<file path="src/rtl/clkctl_pkg.sv">
package clkctl_pkg;
   typedef enum logic [1:0] {
      WK_IDLE   = 2'd0,
      WK_COUNT  = 2'd1,
      WK_SETTLE = 2'd2,
      WK_RUN    = 2'd3
   } wk_state_t;
endpackage

</file>
<file path="src/rtl/clkctl_wake_timer.sv">
module clkctl_wake_timer
   import clkctl_pkg::*;
#(
   parameter int SEL_W        = 3,
   parameter int XTAL_CODES   = 3,
   parameter int XTAL_CYC     = 992,
   parameter int OTHER_CYC    = 224,
   parameter int SETTLE_TICKS = 60
) (
   input  logic             clk,
   input  logic             rst_n,
   input  logic [SEL_W-1:0] src_sel,
   input  logic             wake_req,
   input  logic             us_tick,
   output logic             ready
);
   localparam int MAX_CYC   = (XTAL_CYC > OTHER_CYC) ? XTAL_CYC : OTHER_CYC;
   localparam int CNT_W     = $clog2(MAX_CYC + 1);
   localparam int TCK_W     = $clog2(SETTLE_TICKS + 1);
   localparam logic [CNT_W-1:0] XTAL_LAST  = CNT_W'(XTAL_CYC - 1);
   localparam logic [CNT_W-1:0] OTHER_LAST = CNT_W'(OTHER_CYC - 1);
   localparam logic [TCK_W-1:0] TICK_LAST  = TCK_W'(SETTLE_TICKS - 1);

   generate
      if (XTAL_CYC < 1 || OTHER_CYC < 1) begin : g_bad_cyc
         $error("wake cycle counts must be at least 1");
      end
      if (SETTLE_TICKS < 1) begin : g_bad_tick
         $error("settle tick count must be at least 1");
      end
      if (XTAL_CODES < 0 || XTAL_CODES > (1 << SEL_W)) begin : g_bad_codes
         $error("crystal code count out of range");
      end
   endgenerate

   wk_state_t        state;
   logic [CNT_W-1:0] cyc_cnt;
   logic [TCK_W-1:0] tick_cnt;
   logic             long_sel;
   logic [CNT_W-1:0] cyc_last;

   assign cyc_last = long_sel ? XTAL_LAST : OTHER_LAST;

   always_ff @(posedge clk or negedge rst_n) begin
      if (!rst_n) begin
         state    <= WK_IDLE;
         cyc_cnt  <= '0;
         tick_cnt <= '0;
         long_sel <= 1'b0;
      end else if (wake_req) begin
         state    <= WK_COUNT;
         cyc_cnt  <= '0;
         tick_cnt <= '0;
         long_sel <= (int'(src_sel) < XTAL_CODES);
      end else begin
         case (state)
            WK_COUNT: begin
               if (cyc_cnt == cyc_last) begin
                  state    <= WK_SETTLE;
                  tick_cnt <= '0;
               end else begin
                  cyc_cnt <= cyc_cnt + 1'b1;
               end
            end
            WK_SETTLE: begin
               if (us_tick) begin
                  if (tick_cnt == TICK_LAST) state <= WK_RUN;
                  else tick_cnt <= tick_cnt + 1'b1;
               end
            end
            default: ;
         endcase
      end
   end

   assign ready = (state == WK_RUN);

   p_cnt_bound_r2: assert property (@(posedge clk) disable iff (!rst_n)
      (state == WK_COUNT) |-> (cyc_cnt <= cyc_last));
   p_wake_clear_r6: assert property (@(posedge clk) disable iff (!rst_n)
      wake_req |=> !ready);
   p_settle_hold_r4: assert property (@(posedge clk) disable iff (!rst_n)
      (state == WK_SETTLE && !us_tick && !wake_req) |=> (state == WK_SETTLE));
   p_ready_sticky_r6: assert property (@(posedge clk) disable iff (!rst_n)
      (ready && !wake_req) |=> ready);
endmodule

</file>
<file path="src/rtl/clkctl_divider.sv">
module clkctl_divider #(
   parameter int DIV_W    = 8,
   parameter int PCLK_DIV = 2
) (
   input  logic             clk,
   input  logic             rst_n,
   input  logic             run,
   input  logic [DIV_W-1:0] div_cfg,
   output logic [DIV_W-1:0] div_act,
   output logic             core_en,
   output logic             periph_en
);
   localparam int LIM_W = DIV_W + 1;
   localparam int PH_W  = (PCLK_DIV > 1) ? $clog2(PCLK_DIV) : 1;

   generate
      if (DIV_W < 1) begin : g_bad_w
         $error("divide width must be at least 1");
      end
      if (PCLK_DIV < 1) begin : g_bad_p
         $error("peripheral ratio must be at least 1");
      end
   endgenerate

   logic [LIM_W-1:0] dcnt;
   logic [LIM_W-1:0] lim_act;

   always_comb begin
      if (div_act == '0) lim_act = '0;
      else               lim_act = {div_act, 1'b0} - 1'b1;
   end

   always_ff @(posedge clk or negedge rst_n) begin
      if (!rst_n) begin
         dcnt    <= '0;
         div_act <= '0;
      end else if (!run) begin
         dcnt    <= '0;
         div_act <= div_cfg;
      end else if (dcnt == lim_act) begin
         dcnt    <= '0;
         div_act <= div_cfg;
      end else begin
         dcnt <= dcnt + 1'b1;
      end
   end

   assign core_en = run && (dcnt == '0);

   generate
      if (PCLK_DIV == 1) begin : g_pclk_same
         assign periph_en = core_en;
      end else begin : g_pclk_div
         logic [PH_W-1:0] ph_cnt;
         always_ff @(posedge clk or negedge rst_n) begin
            if (!rst_n)        ph_cnt <= '0;
            else if (!run)     ph_cnt <= '0;
            else if (core_en) begin
               if (ph_cnt == PH_W'(PCLK_DIV - 1)) ph_cnt <= '0;
               else                               ph_cnt <= ph_cnt + 1'b1;
            end
         end
         assign periph_en = core_en && (ph_cnt == '0);
      end
   endgenerate

   p_periph_sub_r9: assert property (@(posedge clk) disable iff (!rst_n)
      periph_en |-> core_en);
   p_no_short_r8: assert property (@(posedge clk) disable iff (!rst_n)
      (core_en && div_act != '0 && run) |=> !core_en);
   p_run_gate_r5: assert property (@(posedge clk) disable iff (!rst_n)
      !run |-> !core_en);
   p_act_hold_r8: assert property (@(posedge clk) disable iff (!rst_n)
      (run && $past(run) && !core_en) |-> $stable(div_act));
endmodule

</file>
<file path="src/rtl/clkctl_lp_flag.sv">
module clkctl_lp_flag #(
   parameter int DIV_W      = 8,
   parameter int OSC_KHZ    = 14746,
   parameter int LP_MAX_KHZ = 8000
) (
   input  logic             clk,
   input  logic             rst_n,
   input  logic [DIV_W-1:0] div_act,
   input  logic             lp_we,
   input  logic             lp_wdata,
   output logic             lowpwr
);
   generate
      if (OSC_KHZ < 1 || LP_MAX_KHZ < 1) begin : g_bad_f
         $error("frequencies must be positive");
      end
   endgenerate

   logic slow_ok;

   always_comb begin
      int unsigned ratio;
      ratio   = (div_act == '0) ? 1 : 2 * int'(div_act);
      slow_ok = (OSC_KHZ <= LP_MAX_KHZ * ratio);
   end

   always_ff @(posedge clk or negedge rst_n) begin
      if (!rst_n)       lowpwr <= 1'b0;
      else if (!slow_ok) lowpwr <= 1'b0;
      else if (lp_we)   lowpwr <= lp_wdata;
   end

   p_lp_clear_r10: assert property (@(posedge clk) disable iff (!rst_n)
      (lp_we && !lp_wdata) |=> !lowpwr);
   p_lp_rise_r10: assert property (@(posedge clk) disable iff (!rst_n)
      $rose(lowpwr) |-> $past(lp_we && lp_wdata));
endmodule

</file>
<file path="src/rtl/clkctl_wake_div.sv">
module clkctl_wake_div #(
   parameter int SEL_W        = 3,
   parameter int XTAL_CODES   = 3,
   parameter int XTAL_CYC     = 992,
   parameter int OTHER_CYC    = 224,
   parameter int SETTLE_TICKS = 60,
   parameter int DIV_W        = 8,
   parameter int PCLK_DIV     = 2,
   parameter int OSC_KHZ      = 14746,
   parameter int LP_MAX_KHZ   = 8000
) (
   input  logic             clk_osc,
   input  logic             rst_n,
   input  logic [SEL_W-1:0] src_sel,
   input  logic             wake_req,
   input  logic             us_tick,
   input  logic [DIV_W-1:0] div_cfg,
   input  logic             lp_we,
   input  logic             lp_wdata,
   output logic             core_en,
   output logic             periph_en,
   output logic             clk_ready,
   output logic             lowpwr
);
   logic [DIV_W-1:0] div_act;

   clkctl_wake_timer #(
      .SEL_W(SEL_W), .XTAL_CODES(XTAL_CODES), .XTAL_CYC(XTAL_CYC),
      .OTHER_CYC(OTHER_CYC), .SETTLE_TICKS(SETTLE_TICKS)
   ) u_timer (
      .clk(clk_osc), .rst_n(rst_n), .src_sel(src_sel),
      .wake_req(wake_req), .us_tick(us_tick), .ready(clk_ready)
   );

   clkctl_divider #(.DIV_W(DIV_W), .PCLK_DIV(PCLK_DIV)) u_div (
      .clk(clk_osc), .rst_n(rst_n), .run(clk_ready), .div_cfg(div_cfg),
      .div_act(div_act), .core_en(core_en), .periph_en(periph_en)
   );

   clkctl_lp_flag #(.DIV_W(DIV_W), .OSC_KHZ(OSC_KHZ), .LP_MAX_KHZ(LP_MAX_KHZ)) u_lp (
      .clk(clk_osc), .rst_n(rst_n), .div_act(div_act),
      .lp_we(lp_we), .lp_wdata(lp_wdata), .lowpwr(lowpwr)
   );

   p_blocked_r5: assert property (@(posedge clk_osc) disable iff (!rst_n)
      !clk_ready |-> (!core_en && !periph_en));
   p_first_pulse_r7: assert property (@(posedge clk_osc) disable iff (!rst_n)
      $rose(clk_ready) |-> (core_en && periph_en));
endmodule

</file>
<file path="config.mk">
export PLATFORM = sky130hd
export DESIGN_NAME = clkctl_wake_div
export DESIGN_NICKNAME = d
export VERILOG_FILES = /design/src/rtl/clkctl_pkg.sv /design/src/rtl/clkctl_wake_timer.sv /design/src/rtl/clkctl_divider.sv /design/src/rtl/clkctl_lp_flag.sv /design/src/rtl/clkctl_wake_div.sv
export SDC_FILE = /design/constraint.sdc
export NUM_CORES = 1
export LEC_CHECK = 0
export BUFFER_PORTS_ARGS = -buffer_cell sky130_fd_sc_hd__buf_2
export CORE_ASPECT_RATIO = 0.8
export CORE_MARGIN = 10
export CORE_UTILIZATION = 63
export CTS_CLUSTER_SIZE = 10
export DETAILED_ROUTE_END_ITERATION = 6
export HOLD_SLACK_MARGIN = 0.03
export PLACE_DENSITY = 0.88
export SLEW_MARGIN = 15
export SYNTH_ARGS = -nofsm -noshare
export SYNTH_HDL_FRONTEND = slang
export SYNTH_SLANG_ARGS = --single-unit
</file>
<file path="constraint.sdc">
create_clock -name clk_osc -period 6.76 [get_ports clk_osc]
set_input_delay 0.338 -clock clk_osc [delete_from_list [all_inputs] [get_ports clk_osc]]
set_output_delay 0.338 -clock clk_osc [all_outputs]
set_load 0.05 [all_outputs]
</file>
==> impl_metrics.xml, run 1 <==
<?xml version="1.0" encoding="UTF-8"?>
<metrics>
  <group name="detailed_routing">
    <metric name="post_drt_antenna_nets" unit="">0</metric>
    <metric name="dr.pass1.iters" unit="">5</metric>
    <metric name="viasPerCell" unit="">6.04</metric>
    <metric name="number_of_violations_reported_at_the_end_of_detailed_routing_iteration_0" unit="">223</metric>
    <metric name="detail_route.wirelength" unit="µm">8580</metric>
    <metric name="avgRoutedWirePerCell" unit="µm">16.0</metric>
    <metric name="route.detailed.drc" unit="">0</metric>
    <metric name="detailroute.via_count" unit="">3233</metric>
  </group>
  <group name="run_status">
    <metric name="outcome" unit="">completed</metric>
  </group>
  <group name="cts">
    <metric name="tritoncts_num_sinks" unit="">38</metric>
    <metric name="clk_transition_reported_paths" unit="ps">80</metric>
    <metric name="post_cts_resize_count" unit="">0</metric>
    <metric name="cts-hold-fix-buffers" unit="">0</metric>
    <metric name="ctsLongestPathBuffers" unit="">2</metric>
    <metric name="tritoncts_clock_tree" unit="">yes</metric>
    <metric name="cts_htree_levels" unit="">2</metric>
    <metric name="post_cts_buffers" unit="">0</metric>
    <metric name="root_driver" unit="">sky130_fd_sc_hd__clkbuf_8</metric>
    <metric name="worstSkewPairLatency" unit="ps">300</metric>
    <metric name="num_cts_buffers" unit="">5</metric>
  </group>
  <group name="timing">
    <metric name="maxSlewHeadroom" unit="%">41.2</metric>
    <metric name="maximum_clock_rate" unit="GHz">0.172</metric>
    <metric name="grt_setup_unrepaired" unit="">false</metric>
    <metric name="period_needed" unit="ps">5830</metric>
    <metric name="hold_viol" unit="">0</metric>
    <metric name="totalNegativeSetupSlack" unit="ps">0</metric>
    <metric name="setup_violations" unit="">0</metric>
    <metric name="worst_slew_pin_slew" unit="ps">881</metric>
    <metric name="finalMaxSlewViolations" unit="">0</metric>
    <metric name="period_share" unit="%">86.2</metric>
    <metric name="worst_clock_skew" unit="ps">6.32</metric>
  </group>
  <group name="grt">
    <metric name="grt_usage" unit="%">18.2</metric>
    <metric name="grt_max_degree" unit="">39</metric>
    <metric name="via_count_of_the_first_global_routing_pass" unit="">3195</metric>
    <metric name="gr-total-overflow" unit="">0</metric>
    <metric name="number_of_antenna_violations_at_the_first_check_in_global_routing" unit="">0</metric>
    <metric name="grt_pass1_wl" unit="µm">15000</metric>
  </group>
  <group name="placement">
    <metric name="gpl.final_weighted_congestion" unit="">0.931</metric>
    <metric name="dp_hpwl" unit="µm">6630</metric>
    <metric name="port_buffers" unit="">20</metric>
  </group>
  <group name="power_and_ir_drop">
    <metric name="part_of_the_total_power_dissipated_in_the_clock_network" unit="%">10.9</metric>
    <metric name="p_seq_share" unit="%">12.3</metric>
    <metric name="ir_drop" unit="V">0.000392</metric>
    <metric name="cellPowerDensity" unit="nW/µm²">513</metric>
    <metric name="power_report.internal_total" unit="µW">1090</metric>
    <metric name="leakage_power_total" unit="µW">0.00209</metric>
    <metric name="power.share.combinational" unit="%">76.8</metric>
    <metric name="design_power_total" unit="µW">2170</metric>
    <metric name="power.net_switching" unit="µW">1090</metric>
    <metric name="fraction_of_power_spent_switching_nets" unit="%">50.1</metric>
  </group>
  <group name="synthesis">
    <metric name="yosys_register_bits" unit="">38</metric>
    <metric name="dominantRegCellSynth" unit="">sky130_fd_sc_hd__dfrtp_1</metric>
    <metric name="synth_area_per_cell" unit="µm²">9.06</metric>
    <metric name="yosysUniqueCellTypes" unit="">59</metric>
    <metric name="postSynth.asyncResetShare" unit="%">100</metric>
    <metric name="synthesis.area" unit="µm²">3940</metric>
    <metric name="synth.area.top_cells" unit="">sky130_fd_sc_hd__dfrtp_1 (24%), sky130_fd_sc_hd__ha_1 (15%), sky130_fd_sc_hd__fa_1 (11%)</metric>
    <metric name="netlist.area_leader.share" unit="%">24.1</metric>
    <metric name="synth_enable_flop_cells" unit="">0</metric>
    <metric name="ys_seq_area_share" unit="%">24.1</metric>
    <metric name="synth_area_leader_cell" unit="">sky130_fd_sc_hd__dfrtp_1</metric>
    <metric name="synth-warning-count" unit="">0</metric>
    <metric name="synth_cells" unit="">435</metric>
  </group>
  <group name="floorplanning">
    <metric name="design.portCount" unit="">21</metric>
    <metric name="floorplan.die_area" unit="µm²">9840</metric>
    <metric name="die_width" unit="µm">108</metric>
    <metric name="fp.coreArea" unit="µm²">5970</metric>
    <metric name="fp-row-count" unit="">25</metric>
    <metric name="die_height" unit="µm">90.7</metric>
    <metric name="floorplan.initialDensity" unit="%">65.9</metric>
  </group>
  <group name="setup_path">
    <metric name="crit_top_cell" unit="">sky130_fd_sc_hd__inv_1</metric>
    <metric name="crit_path_max_fo" unit="">11</metric>
    <metric name="crit_path_end" unit="">u_lp.lowpwr</metric>
    <metric name="cp.depth" unit="">20</metric>
    <metric name="crit_chain" unit="">inv_1 &gt; ha_1 &gt; nand4_1 &gt; inv_1 &gt; nor2_1 &gt; inv_1 &gt; fa_1 &gt; fa_1 &gt; inv_1 &gt; fa_1 &gt; inv_1 &gt; fa_1 &gt; inv_1 &gt; ha_1 &gt; a21oi_1 &gt; o211ai_1 &gt; o31a_1 &gt; or3_1 &gt; a221oi_1 &gt; a41oi_1</metric>
    <metric name="crit-reg2reg-launch" unit="">u_div.div_act[0]</metric>
    <metric name="count_of_cells_along_the_worst_register_to_register_path" unit="">20</metric>
    <metric name="timing.critical_path.to_type" unit="">flop</metric>
    <metric name="setup.worst_path.class" unit="">flop to flop</metric>
    <metric name="critical_path.startpoint" unit="">u_div.div_act[0]</metric>
    <metric name="critical_path.reg2reg.endpoint" unit="">u_lp.lowpwr</metric>
    <metric name="worst-endpoint-required" unit="ps">6930</metric>
    <metric name="crit_slowest_cell" unit="">sky130_fd_sc_hd__dfrtp_1</metric>
    <metric name="worstPathBufferInverterCount" unit="">6</metric>
    <metric name="ff2ff_setup_slack" unit="ps">930</metric>
    <metric name="worstSetupStartpointType" unit="">flop</metric>
    <metric name="worstPathArrival" unit="ps">6000</metric>
    <metric name="critPathTopFamily" unit="">adder cells</metric>
    <metric name="cpPeakStageDelay" unit="ps">570</metric>
  </group>
  <group name="finish">
    <metric name="fillers" unit="">449</metric>
    <metric name="layout-drive-gt1-share" unit="%">10.1</metric>
    <metric name="layout.nets" unit="">538</metric>
    <metric name="final_common_cell" unit="">sky130_fd_sc_hd__inv_1</metric>
    <metric name="commonest_non_fill_non_tap_cells_in_the_layout" unit="">sky130_fd_sc_hd__inv_1 (53), sky130_fd_sc_hd__ha_1 (46), sky130_fd_sc_hd__nor2_1 (38), sky130_fd_sc_hd__dfrtp_1 (38), sky130_fd_sc_hd__nand2_1 (24)</metric>
    <metric name="insertedDiodeCount" unit="">0</metric>
    <metric name="flow.area_growth_from_synthesis" unit="%">7.53</metric>
    <metric name="footprint_of_the_multi_input_gates" unit="µm²">2730</metric>
    <metric name="regArea" unit="µm²">951</metric>
  </group>
  <group name="flow_run">
    <metric name="maxCapViolCount" unit="">0</metric>
  </group>
  <group name="min_path">
    <metric name="worstHoldPathType" unit="">primary input to asynchronous set/reset pin</metric>
  </group>
</metrics>
==> stage by stage <==
stage	hold slack (ps)	utilization, %	cell area (µm²)	worst slack (ps)	std cells
3_5_place_dp	504	68.6	4100	985	527
6_report	155	70.9	4240	933	535
5_1_grt	202	70.9	4240	591	535
3_3_place_gp	485	68.6	4100	1180	527
2_1_floorplan	42.4	-	3950	1400	437
4_1_cts	171	70.9	4240	966	535
==> final cells by class <==
type                       count  share of cell area [%]
clock inverter                 3                    1.62
inverter                      53                    4.70
sequential                    38                    22.4
multi-input combinational    333                    64.5
clock buffer                   5                    1.62
tap                           81                    2.39
timing repair buffer          22                    2.72
==> power groups by stage <==
| stage | logic, µW | clock network [µW] | registers, µW |
|---|---|---|---|
| 3_5_place_dp | 1620 | 0 | 271 |
| 4_1_cts | 1640 | 240 | 267 |
| 6_report | 1670 | 236 | 268 |
| 5_1_grt | 1860 | 250 | 270 |
| 2_1_floorplan | 1290 | 0 | 268 |
| 3_3_place_gp | 1560 | 0 | 269 |
==> synth_stat cells (6+ instances only) <==
library cell and count:
sky130_fd_sc_hd__dfrtp_1 38, sky130_fd_sc_hd__o21ai_0 15, sky130_fd_sc_hd__xor2_1 20, sky130_fd_sc_hd__xnor2_1 12, sky130_fd_sc_hd__nand4_1 11, sky130_fd_sc_hd__nor2_1 38, sky130_fd_sc_hd__ha_1 46, sky130_fd_sc_hd__inv_1 53
sky130_fd_sc_hd__nor2b_1 8, sky130_fd_sc_hd__a21o_1 6, sky130_fd_sc_hd__and3_1 6, sky130_fd_sc_hd__clkbuf_1 10, sky130_fd_sc_hd__a21oi_1 18, sky130_fd_sc_hd__nand3_1 12, sky130_fd_sc_hd__mux2_2 8, sky130_fd_sc_hd__or3_1 6
sky130_fd_sc_hd__fa_1 22, sky130_fd_sc_hd__nand2_1 24
==> layer usage <==
metal  routed length (µm)  share of wire, %  GRT usage (%)  vias up
met4                  112               1.3           3.51        0
met5                    0                 0              0        -
met1                 3810                44           24.1     1579
met3                  458               5.3           3.99       14
li1                     -                 -              -     1544
met2                 4210                49           29.6       96
==> flip-flops by register name, summed over array words and instances (netlist names) <==
register / cells
u_timer.cyc_cnt: 10
u_timer.tick_cnt: 6
u_lp.lowpwr: 1
u_div.div_act: 8
u_div.g_pclk_div.ph_cnt: 1
u_timer.state: 2
u_div.dcnt: 9
u_timer.long_sel: 1
==> how the worst min path moves through the flow <==
| stage | startpoint | to | slack, ps | depth (start not counted) |
|---|---|---|---|---|
| final | rst_n | u_div.div_act[2] | 160 | 1 |
| after global routing | rst_n | u_div.dcnt[4] | 200 | 1 |
| after CTS | rst_n | u_div.dcnt[4] | 170 | 1 |
| after detailed placement | rst_n | u_div.div_act[2] | 500 | 1 |
| after global placement | rst_n | u_lp.lowpwr | 490 | 1 |
| after floorplan | rst_n | u_div.dcnt[0] | 40 | 0 |
==> logic make-up after synthesis <==
family	Yosys count	share of synthesized area, %
and+or+nand+nor	134	17.7
AOI/OAI and AO/OA	81	14.4
adders and majority gates	68	25.8
buffers and inverters	66	6.70
DFF	38	24.1
xor gates and xnor gates	32	7.11
muxes	15	4.16
other	1	0.0952
No activity file was read; power rests on OpenSTA's default activity.
==> inputs of run 2 (changes only) <==
- clock period: 6.76 -> 7 ns (I/O delays scaled with it)
==> run 2 against run 1 <==
Count of clock-buffer cells in the layout did not move. Design area fell by 0.18%. Register-to-register slack got worse by 160 ps. Cell count fell by 0.19%. Highest routed layer unchanged. Non-clock buffer count fell by 1. First-iteration DRC count rose by 3.1%. Sequential cell count did not move. Wire length rose by 3.3%. Via count rose by 1.1%.
==> impl_metrics.xml, run 2 (synthesis results as in run 1) <==
<?xml version="1.0" encoding="UTF-8"?>
<metrics>
  <group name="run_status">
    <metric name="outcome" unit="">completed</metric>
  </group>
  <group name="min_path">
    <metric name="worstHoldPathType" unit="">primary input to asynchronous set/reset pin</metric>
  </group>
  <group name="setup_path">
    <metric name="critPathTopFamily" unit="">adder cells</metric>
    <metric name="critical_path.startpoint" unit="">u_div.div_act[0]</metric>
    <metric name="crit_path_max_fo" unit="">13</metric>
    <metric name="crit_top_cell" unit="">sky130_fd_sc_hd__inv_1</metric>
    <metric name="worstSetupStartpointType" unit="">flop</metric>
    <metric name="worstPathBufferInverterCount" unit="">6</metric>
    <metric name="setup.worst_path.class" unit="">flop to flop</metric>
    <metric name="crit_slowest_cell" unit="">sky130_fd_sc_hd__dfrtp_1</metric>
    <metric name="cpPeakStageDelay" unit="ps">560</metric>
    <metric name="crit-reg2reg-launch" unit="">u_div.div_act[0]</metric>
    <metric name="worst-endpoint-required" unit="ps">7170</metric>
    <metric name="crit_chain" unit="">inv_1 &gt; ha_1 &gt; nand4_1 &gt; inv_1 &gt; nor2_1 &gt; inv_1 &gt; fa_1 &gt; fa_1 &gt; inv_1 &gt; fa_1 &gt; inv_1 &gt; fa_1 &gt; inv_1 &gt; ha_1 &gt; a21oi_1 &gt; o211ai_1 &gt; o31a_1 &gt; or3_1 &gt; a221oi_1 &gt; a41oi_1</metric>
    <metric name="worstPathArrival" unit="ps">6400</metric>
    <metric name="timing.critical_path.to_type" unit="">flop</metric>
  </group>
  <group name="grt">
    <metric name="grt_pass1_wl" unit="µm">15400</metric>
    <metric name="gr-total-overflow" unit="">0</metric>
    <metric name="grt_max_degree" unit="">39</metric>
    <metric name="via_count_of_the_first_global_routing_pass" unit="">3283</metric>
    <metric name="grt_usage" unit="%">18.8</metric>
    <metric name="number_of_antenna_violations_at_the_first_check_in_global_routing" unit="">0</metric>
  </group>
  <group name="finish">
    <metric name="layout-drive-gt1-share" unit="%">9.93</metric>
    <metric name="layout.nets" unit="">537</metric>
    <metric name="design_area" unit="µm²">4230</metric>
    <metric name="flow.area_growth_from_synthesis" unit="%">7.34</metric>
    <metric name="commonest_non_fill_non_tap_cells_in_the_layout" unit="">sky130_fd_sc_hd__inv_1 (53), sky130_fd_sc_hd__ha_1 (46), sky130_fd_sc_hd__nor2_1 (38), sky130_fd_sc_hd__dfrtp_1 (38), sky130_fd_sc_hd__nand2_1 (24)</metric>
    <metric name="insertedDiodeCount" unit="">0</metric>
    <metric name="fillers" unit="">424</metric>
    <metric name="final_common_cell" unit="">sky130_fd_sc_hd__inv_1</metric>
    <metric name="largest_reg_flops" unit="">10</metric>
    <metric name="final_core_utilization" unit="%">70.8</metric>
    <metric name="largest_register" unit="">u_timer.cyc_cnt</metric>
    <metric name="largestRegisters" unit="">u_timer.cyc_cnt (10), u_div.dcnt (9), u_div.div_act (8)</metric>
  </group>
  <group name="timing">
    <metric name="period_share" unit="%">89.0</metric>
    <metric name="worst_slew_pin_slew" unit="ps">860</metric>
    <metric name="finalWorstSetupSlack" unit="ps">771</metric>
    <metric name="setup_violations" unit="">0</metric>
    <metric name="maxSlewHeadroom" unit="%">42.7</metric>
    <metric name="totalNegativeSetupSlack" unit="ps">0</metric>
    <metric name="maximum_clock_rate" unit="GHz">0.161</metric>
    <metric name="finalMaxSlewViolations" unit="">0</metric>
    <metric name="grt_setup_unrepaired" unit="">false</metric>
    <metric name="worst_clock_skew" unit="ps">6.37</metric>
    <metric name="hold_viol" unit="">0</metric>
    <metric name="period_needed" unit="ps">6230</metric>
  </group>
  <group name="cts">
    <metric name="ctsLongestPathBuffers" unit="">2</metric>
    <metric name="tritoncts_clock_tree" unit="">yes</metric>
    <metric name="worstSkewPairLatency" unit="ps">300</metric>
    <metric name="post_cts_buffers" unit="">0</metric>
    <metric name="root_driver" unit="">sky130_fd_sc_hd__clkbuf_8</metric>
    <metric name="cts_htree_levels" unit="">2</metric>
    <metric name="clk_transition_reported_paths" unit="ps">80</metric>
    <metric name="num_cts_buffers" unit="">5</metric>
    <metric name="post_cts_resize_count" unit="">0</metric>
    <metric name="tritoncts_num_sinks" unit="">38</metric>
    <metric name="cts-hold-fix-buffers" unit="">0</metric>
  </group>
  <group name="power_and_ir_drop">
    <metric name="leakage_power_total" unit="µW">0.00209</metric>
    <metric name="cellPowerDensity" unit="nW/µm²">499</metric>
    <metric name="ir_drop" unit="V">0.000319</metric>
    <metric name="design_power_total" unit="µW">2110</metric>
  </group>
  <group name="floorplanning">
    <metric name="fp.coreArea" unit="µm²">5970</metric>
    <metric name="die_height" unit="µm">90.7</metric>
    <metric name="floorplan.die_area" unit="µm²">9840</metric>
    <metric name="die_width" unit="µm">108</metric>
    <metric name="floorplan.initialDensity" unit="%">65.9</metric>
    <metric name="fp-row-count" unit="">25</metric>
    <metric name="design.portCount" unit="">21</metric>
  </group>
  <group name="flow_run">
    <metric name="maxCapViolCount" unit="">0</metric>
  </group>
  <group name="detailed_routing">
    <metric name="avgRoutedWirePerCell" unit="µm">16.6</metric>
    <metric name="route.detailed.drc" unit="">0</metric>
    <metric name="post_drt_antenna_nets" unit="">0</metric>
    <metric name="viasPerCell" unit="">6.12</metric>
    <metric name="detail_route.wirelength" unit="µm">8870</metric>
    <metric name="number_of_violations_reported_at_the_end_of_detailed_routing_iteration_0" unit="">230</metric>
    <metric name="detailroute.via_count" unit="">3267</metric>
    <metric name="dr.pass1.iters" unit="">5</metric>
  </group>
  <group name="placement">
    <metric name="placed_cell_area" unit="µm²">4090</metric>
    <metric name="dp_hpwl" unit="µm">6760</metric>
    <metric name="dpl_worst_slack" unit="ps">874</metric>
    <metric name="gpl.final_weighted_congestion" unit="">0.938</metric>
    <metric name="port_buffers" unit="">20</metric>
  </group>
</metrics>
## run 2: per-stage QoR
stage	instances	hold slack, ps
floorplan	437	54.4
global placement	526	486
detailed placement	526	502
CTS	534	179
global route	534	205
finish	534	148
## run 2: final cells by class
type | instances | area (µm²) | area share (%)
timing repair buffer | 21 | 108 | 2.54
clock buffer | 5 | 68.8 | 1.63
multi-input combinational | 333 | 2730 | 64.6
tap | 81 | 101 | 2.40
clock inverter | 3 | 68.8 | 1.63
inverter | 53 | 199 | 4.70
sequential | 38 | 951 | 22.5
## run 2: layer usage
metal | global-route usage (%) | share of wire, %
met5 | 0 | 0
met4 | 4.82 | 1.5
met3 | 4.49 | 6.4
met2 | 30.5 | 48
met1 | 24.2 | 44
## run 2: worst paths after layout
kind                                           endpoint  slack, ps  cells past startpoint
worst max-delay path                        u_lp.lowpwr        770                     20
worst min-delay path                      u_div.dcnt[3]        150                      1
worst max register to register              u_lp.lowpwr        770                     20
worst min register to register  u_div.g_pclk_div.ph_cnt        570                      2
max in group asynchronous           u_timer.tick_cnt[2]       6300                      1
min in group clk_osc                   u_div.div_act[6]        260                      2
## run 2: worst reg2reg max path, delay by kind of cell (launching register included)
kind / cells / cell delay [ps]
simple gates: 3 / 1030
buf+inv: 6 / 620
flops: 1 / 560
fa+ha+maj: 6 / 2660
compound gates: 5 / 1210
## run 2: power breakdown
part | total, µW | switching [µW] | leakage, µW | internal, µW
Sequential | 258 | 24.7 | 0.000501 | 233
Clock | 228 | 84.7 | 0.0000683 | 143
Combinational | 1630 | 955 | 0.00152 | 670
